### config.mk
export PLATFORM = sky130hd
export DESIGN_NAME = txrate_seq
export DESIGN_NICKNAME = d
export VERILOG_FILES = /design/src/rtl/txrate_pkg.sv /design/src/rtl/txrate_timer.sv /design/src/rtl/txrate_fsm.sv /design/src/rtl/txrate_regs.sv /design/src/rtl/txrate_seq.sv
export SDC_FILE = /design/constraint.sdc
export NUM_CORES = 1
export LEC_CHECK = 0
export BUFFER_PORTS_ARGS = -buffer_cell sky130_fd_sc_hd__buf_4
export CAP_MARGIN = 40
export CORE_UTILIZATION = 45
export DETAILED_ROUTE_END_ITERATION = 8
export PLACE_DENSITY = 0.8
export SLEW_MARGIN = 10
export SYNTH_ARGS = -nofsm -noshare
export SYNTH_HDL_FRONTEND = slang
export SYNTH_SLANG_ARGS = --single-unit
### constraint.sdc
create_clock -name clk -period 1.6 [get_ports clk]
set_input_delay 0.32 -clock clk [delete_from_list [all_inputs] [get_ports clk]]
set_output_delay 0.32 -clock clk [all_outputs]
set_load 0.01 [all_outputs]
### src/rtl/txrate_pkg.sv
package txrate_pkg;

    typedef logic [1:0] rate_code_t;

    typedef enum logic [2:0] {
        ST_INIT,
        ST_IDLE,
        ST_HOLD,
        ST_WRITE,
        ST_COMMIT,
        ST_WAIT_HI,
        ST_WAIT_LO,
        ST_RELEASE
    } seq_state_e;

    typedef struct packed {
        logic hold_rst;
        logic wr_en;
        logic commit;
        logic done;
        logic ready;
    } seq_ctrl_t;

    function automatic seq_ctrl_t decode_state(seq_state_e s);
        seq_ctrl_t c;
        c.hold_rst = (s != ST_IDLE) && (s != ST_RELEASE);
        c.wr_en    = (s == ST_WRITE);
        c.commit   = (s == ST_COMMIT);
        c.done     = (s == ST_RELEASE);
        c.ready    = (s == ST_IDLE);
        return c;
    endfunction

    function automatic int max_int(int a, int b);
        return (a > b) ? a : b;
    endfunction

endpackage

### src/rtl/txrate_timer.sv
module txrate_timer #(
    parameter int W = 8
) (
    input  logic         clk,
    input  logic         rst,
    input  logic         clr,
    input  logic         inc,
    output logic [W-1:0] count
);
    always_ff @(posedge clk) begin
        if (rst || clr) begin
            count <= '0;
        end else if (inc) begin
            count <= count + 1'b1;
        end
    end
endmodule

### src/rtl/txrate_fsm.sv
module txrate_fsm
    import txrate_pkg::*;
#(
    parameter int CNT_W       = 8,
    parameter int TMO_W       = 8,
    parameter int INIT_CYCLES = 16
) (
    input  logic             clk,
    input  logic             rst,
    input  logic             rate_req,
    input  logic             cfg_busy,
    input  logic [TMO_W-1:0] busy_tmo,
    input  logic [CNT_W-1:0] count,
    output seq_state_e       state,
    output logic             timer_clr,
    output logic             timer_inc,
    output logic             accept,
    output logic             tmo_hit
);
    localparam logic [CNT_W-1:0] INIT_LAST = CNT_W'(INIT_CYCLES - 1);

    seq_state_e       nxt;
    logic [CNT_W-1:0] limit;

    assign limit = CNT_W'(busy_tmo);

    always_comb begin
        nxt       = state;
        timer_clr = 1'b0;
        timer_inc = 1'b0;
        accept    = 1'b0;
        tmo_hit   = 1'b0;
        unique case (state)
            ST_INIT: begin
                if (count == INIT_LAST) begin
                    nxt       = ST_IDLE;
                    timer_clr = 1'b1;
                end else begin
                    timer_inc = 1'b1;
                end
            end
            ST_IDLE: begin
                if (rate_req) begin
                    accept = 1'b1;
                    nxt    = ST_HOLD;
                end
            end
            ST_HOLD:   nxt = ST_WRITE;
            ST_WRITE:  nxt = ST_COMMIT;
            ST_COMMIT: begin
                nxt       = ST_WAIT_HI;
                timer_clr = 1'b1;
            end
            ST_WAIT_HI: begin
                if (cfg_busy) begin
                    nxt = ST_WAIT_LO;
                end else if (count == limit) begin
                    nxt     = ST_RELEASE;
                    tmo_hit = 1'b1;
                end else begin
                    timer_inc = 1'b1;
                end
            end
            ST_WAIT_LO: begin
                if (!cfg_busy) nxt = ST_RELEASE;
            end
            ST_RELEASE: nxt = ST_IDLE;
            default:    nxt = ST_INIT;
        endcase
    end

    always_ff @(posedge clk) begin
        if (rst) state <= ST_INIT;
        else     state <= nxt;
    end
endmodule

### src/rtl/txrate_regs.sv
module txrate_regs
    import txrate_pkg::*;
(
    input  logic       clk,
    input  logic       rst,
    input  logic       accept,
    input  rate_code_t code_in,
    input  logic       tmo_hit,
    output rate_code_t code_q,
    output logic       err_q
);
    always_ff @(posedge clk) begin
        if (rst) begin
            code_q <= '0;
            err_q  <= 1'b0;
        end else begin
            if (accept) code_q <= code_in;
            if (tmo_hit) err_q <= 1'b1;
        end
    end
endmodule

### src/rtl/txrate_seq.sv
module txrate_seq
    import txrate_pkg::*;
#(
    parameter int LANES       = 4,
    parameter int TMO_W       = 8,
    parameter int INIT_CYCLES = 16
) (
    input  logic             clk,
    input  logic             rst,
    input  logic             rate_req,
    input  logic [1:0]       rate_req_code,
    input  logic [TMO_W-1:0] busy_tmo,
    input  logic             cfg_busy,
    output logic [LANES-1:0] tx_hold_rst,
    output logic             cfg_wr,
    output logic [1:0]       cfg_rate,
    output logic             cfg_commit,
    output logic             seq_done,
    output logic             seq_ready,
    output logic             seq_err
);
    localparam int INIT_W = $clog2(INIT_CYCLES + 1);
    localparam int CNT_W  = max_int(TMO_W, INIT_W);

    seq_state_e       state;
    seq_ctrl_t        ctrl;
    logic [CNT_W-1:0] count;
    logic             timer_clr;
    logic             timer_inc;
    logic             accept;
    logic             tmo_hit;
    rate_code_t       code_q;

    txrate_timer #(.W(CNT_W)) u_timer (
        .clk   (clk),
        .rst   (rst),
        .clr   (timer_clr),
        .inc   (timer_inc),
        .count (count)
    );

    txrate_fsm #(
        .CNT_W       (CNT_W),
        .TMO_W       (TMO_W),
        .INIT_CYCLES (INIT_CYCLES)
    ) u_fsm (
        .clk       (clk),
        .rst       (rst),
        .rate_req  (rate_req),
        .cfg_busy  (cfg_busy),
        .busy_tmo  (busy_tmo),
        .count     (count),
        .state     (state),
        .timer_clr (timer_clr),
        .timer_inc (timer_inc),
        .accept    (accept),
        .tmo_hit   (tmo_hit)
    );

    txrate_regs u_regs (
        .clk     (clk),
        .rst     (rst),
        .accept  (accept),
        .code_in (rate_req_code),
        .tmo_hit (tmo_hit),
        .code_q  (code_q),
        .err_q   (seq_err)
    );

    assign ctrl       = decode_state(state);
    assign cfg_wr     = ctrl.wr_en;
    assign cfg_rate   = code_q;
    assign cfg_commit = ctrl.commit;
    assign seq_done   = ctrl.done;
    assign seq_ready  = ctrl.ready;

    for (genvar g = 0; g < LANES; g++) begin : g_lane
        assign tx_hold_rst[g] = ctrl.hold_rst;
    end
endmodule

After elaboration in Yosys (flattened, before gate mapping)
Index checks and enable logic that the tools add are counted.
W data, S select, Z words.

word-level totals
  register bits after elaboration = 14
  input bits = 14

operators by class
  add/sub/neg operators = 1
  equality and inequality tests = 15
  reduce and logical (&&, ||, !) cells = 4
  mux-type cells = 17

operator list
  operator               count
  $pmux W3 S8            1
  $mux W3                5
  $eq A3 B3 Y1 const B   4
  $mux W1                9
  $add A8 B1 Y8 const B  1
  $eq A8 B4 Y1 const B   1
  $eq A8 B8 Y1           1
  $eq A3 B2 Y1 const B   2
  $ne A2 B2 Y1 const B   2
  $pmux W1 S2            2
  $reduce_and A4 Y1      1
  $eq A3 B1 Y1 const B   1
  $logic_not A3 Y1       1
  $ne A3 B1 Y1 const B   1
  $ne A3 B2 Y1 const B   1
  $ne A3 B3 Y1 const B   1
  $ne A2 B1 Y1 const B   1
  $logic_and A1 B1 Y1    1
  $logic_or A1 B1 Y1     1

Logic depth before layout (Yosys ltp)
  word-level depth = 4
  depth in mapped cells = 8
  mapped depth without buffers = 7

Cells and area by module
A second synthesis with hierarchy kept.

second synthesis, totals
  cells, all modules = 99
  area, all modules = 847.1 sq um

by module, submodules not included
  module        area each (sq um)  times used  cells an instance
  txrate_timer  345.3              1           38
  txrate_fsm    339.1              1           43
  txrate_regs   95.1               1           9
  txrate_seq    67.6               1           9

Worst setup path before layout
No wires, ideal clock.

  kind = flip-flop to flip-flop
  start point = reg u_fsm.state[1]
  end point = reg u_fsm.state[1]
  cell stages (with the launch flop) = 8
  required time = 1484 ps
  clock period less this slack = 1771 ps
  buffers on the path = 0
  data arrival time = 1656 ps
  setup time = 116 ps
  path slack = -171 ps
  path through = dfxtp_1 > inv_1 > ha_1 > nor2b_1 > nor2b_1 > a31oi_1 > and3_1 > a31o_1

on the way
  cells in the longest elaborated chain, start to end = 3
  elaborated cells on any way between the ends = 14
  classes of those cells = 11 x eq/ne; 1 x mux; 2 x reduce/logical

RTL lines
  what                                line              RTL
  start, declared                     txrate_fsm.sv:14  output seq_state_e state,
  start signal, assigned              txrate_fsm.sv:74  else state <= nxt;
  $eq A3 B1 Y1 *                      -
  net seq_ready                       txrate_seq.sv:19  output logic seq_ready,
  $ne A2 B2 Y1 (no source line)       -
  $reduce_and A4 Y1 (no source line)  -

The timed path passes the listed nets; every way through them passes the cells marked *.
A chain may end at the register's enable or synchronous reset.

Worst setup path after layout
  start point = reg u_fsm.state[0]
  end point = reg u_timer.count[4]

on the way
  cells in the longest elaborated chain, start to end = 3
  elaborated cells on any way between the ends = 6
  classes of those cells = 2 x eq/ne; 2 x mux; 2 x reduce/logical

RTL lines
  what                                                     line                RTL
  $eq A3 B3 Y1 / $logic_not A3 Y1 (equally long branches)  txrate_fsm.sv:33    unique case (state)
  $pmux W1 S2                                              txrate_fsm.sv:33
  $logic_or A1 B1 Y1                                       txrate_timer.sv:11  if (rst || clr) begin
  end signal, assigned                                     txrate_timer.sv:14  count <= count + 1'b1;
  end, declared                                            txrate_timer.sv:8   output logic [W-1:0] count

Several ways; a longest one is shown, not always the timed one.

==> metrics.md <==
| Metric | Value |
|---|---|
| Max-slew headroom | 75.0% |
| Post-synthesis sequential area ratio | ~29% |
| Worst Hold Depth | 2 |
| CP peak stage delay | around 0.37 ns |
| Routability cong. | 0.829 |
| TritonCTS Sinks | 14 |
| Fraction of layout cells with a size suffix above 1 | a little over half |
| Mapped cell area | approximately 1000 um^2 |
| Gr usage total | 23.6% |
| # fillers | between 100 and 150 |
| Die area | around 0.0023 mm^2 |
| Count of pins over their slew limit | 0 |
| Sw Ratio | a little over a third |
| Failing checks | setup timing |
| VDD IR max | about 0.00090 V |
| Crit-path leading delay family | compound AO/OA/AOI/OAI gates |
| Worst path cell trace | inv_1 -> ha_2 -> nand2b_4 -> or2_4 -> a2111oi_4 -> o21bai_1 |
| Min-delay worst type | primary input to register |
| Mapped Nets | around 140 |
| Yosys cell types | 41 |
| Critical Path Stages | 6 |
| Clock Skews | about 0.0035 ns |
| Finished Layout Cells | between 150 and 200 |
| Core footprint | about 0.0020 mm^2 |
| Number of synthesized flops with an enable pin | 0 |
| Largest net degree at the start of global routing | 12 |
| Worst-Skew Late Latency | 0.28 ns |
| Cell Rows | 16 |
| Nets | 189 |
| Bufs and invs on worst path | 1 |
| Synth warn | 0 |
| CP Launch Type | register |
| Clock power share | about 15% |
| RSZ-0062 raised after global routing | yes |
| Switch Pwr | 497 uW |
| Vias post-DR | approximately 1,100 |
| Hold slack | around 0.27 ns |
| Residual DRC | 0 |
| Syn Area/Cell | slightly above 8 um^2 |
| Synth Instances | 118 |
| Horiz. Die Dim | 48.5 um |
| I/O Buffers | 24 |
| Internal power | 863 uW |
| CP Data Required Time | between 1.5 and 2 ns |
| Total Power | ~1.4 mW |
| Initial DRC Count | 50 |
| Area Overhead vs Synth | 63.9% |
| Clock-pin slew on the worst setup and hold paths | 0.08 ns |
| Comb pwr share | a little over half |
| Crit path max-delay cell type | dfxtp_4 |
| Area post-placement | between 0.001 and 0.0015 mm^2 |
| Worst Setup Slack, final | -0.0721 ns |
| Vias in the first global route | just over 1,000 |
| IO Pins | 25 |
| CP Capture Type | register |
| Drt via density | approximately 5.8 |
| R2R depth | 6 |
| P per Cell Area | 854 mW/mm^2 |
| Synth Register Bits | 14 |
| Max Fanout on Critical Path | 6 |
| Fmax | roughly 600 MHz |
| TNS Setup | -0.432 ns |
| Drt first pass iters | 4 |
| Status | finished with violations |
| Worst Tran Pin Value | around 0.37 ns |
| H-tree depth | 1 |
| Max clock buf depth | 2 |
| Post-layout minimum cycle time | ~1.7 ns |
| Final setup viols | 11 |
| Kind of critical path | register to register |
| CTS Root Cell | clkbuf_4 |
| Remaining antenna violation count | 0 |
| TritonCTS clock tree | built |
| Final Cell Area | around 0.0016 mm^2 |
| Die height | ~48 um |
| Period utilization | 105% |
| Max-cap viol count | 0 |
| Placed insts | 180 |
| Total grt overflow | 0 |
| Initial Utilization | about half |
| DRT Wirelength | about 3.0 mm |
| First-pass GRT wire length | between 4 and 5 mm |
| Ys async rst share | 0% |
| Post-DP HPWL | between 1.5 and 2 mm |
| Worst EP arrival | approximately 1.9 ns |
| Ant diodes | 0 |
| Final Hold Viols | 0 |
| Sequential Power Share | 32.4% |
| DR WL/cell | between 15 and 20 um |
| Number of buffers created by CTS | 3 |
| Initial antenna violation count | 0 |
| Leakage | ~0.65 nW |
| Top FF cell, synth | dfxtp_1 |
-- cell usage after synthesis, drive strengths merged (2+ instances only) --
library cell / n / area (um^2)
nor2b: 3 / 18.8
nand2: 14 / 52.6
and2: 2 / 12.5
nor2: 6 / 25.0
a21oi: 11 / 55.1
clkbuf: 2 / 8.75
a21o: 2 / 16.3
xnor2: 8 / 70.1
and3: 3 / 18.8
o21bai: 4 / 30.0
dfxtp: 14 / 280
a2111oi: 2 / 17.5
o21ai: 3 / 18.8
nand4: 3 / 18.8
mux2i: 2 / 20.0
nand3: 6 / 30.0
a31oi: 2 / 12.5
ha: 5 / 62.6
buf: 6 / 43.8
a2111o: 2 / 22.5
inv: 3 / 11.3
nand2b: 2 / 12.5
-- cell families after synthesis --
kind of cell	synth area share, %
fa+ha+maj	6.44
buf+inv	6.57
mux	2.06
compound gates	23.5
flops	28.9
simple gates	25.4
xor+xnor	7.22
-- final timing paths --
kind	from	endpoint	slack, ns
min reg2reg	u_regs.code_q[1]	u_regs.code_q[1]	0.47
min	rst	u_fsm.state[0]	0.27
max reg2reg	u_fsm.state[0]	u_timer.count[4]	-0.07
max	u_fsm.state[0]	u_timer.count[4]	-0.07
-- power by group through the flow --
stage	sequential (mW)	clock [mW]	combinational, mW
4_1_cts	0.437	0.203	0.617
5_1_grt	0.447	0.217	0.773
6_report	0.440	0.204	0.715
3_5_place_dp	0.436	0	0.552
2_1_floorplan	0.435	0	0.355
3_3_place_gp	0.432	0	0.530
-- flip-flops by register name, summed over array words and instances, names as in the netlist --
signal and count:
u_fsm.state 3, u_timer.count 8, u_regs.err_q 1, u_regs.code_q 2
-- repair_timing --
item,4_1_cts,5_1_grt
gates resized for setup,28,17
gates cloned,0,2
setup endpoints to repair,16,16
pin swaps,10,7
hold buffers,0,0
buffers inserted,9,2
-- through the flow --
| stage | util [%] | setup slack, ns |
|---|---|---|
| finish | 79.5 | -0.0721 |
| detailed placement | 64.8 | -0.111 |
| floorplan | - | 0.00795 |
| CTS | 74.1 | -0.0594 |
| global placement | 64.8 | -0.0487 |
| global route | 79.5 | -0.166 |
-- layout by cell type (no fill, tap or decap), types with 2 or more instances in the layout --
cell       instances
ha_4               2
dfxtp_2            5
nand3_1            5
nor2_1             3
a2111oi_4          2
nor2_4             3
a2111o_1           2
xnor2_1            8
clkbuf_4           3
buf_4             45
dfxtp_1            8
a21oi_1           10
nand4_1            3
ha_2               2
a31oi_1            2
and3_1             3
inv_1              2
mux2i_1            2
buf_6              8
o21bai_1           3
nand2_1           13
-- layer usage --
metal / part of all wire [%] / GRT usage, % / vias up
met1: 39 / 26.7 / 535
met4: 2.3 / 8.33 / 0
li1: - / - / 526
met5: 0 / 0 / -
met3: 5.7 / 4.09 / 10
met2: 53 / 44.1 / 56
-- area by class of cell --
type | count | area, um^2 | area share (%)
clock buffer | 3 | 22.5 | 1.42
inverter | 3 | 11.3 | 0.708
multi-input combinational | 94 | 801 | 50.3
sequential | 14 | 290 | 18.2
tap | 27 | 33.8 | 2.12
timing repair buffer | 54 | 433 | 27.2
Power figures use the tool's default switching activity.
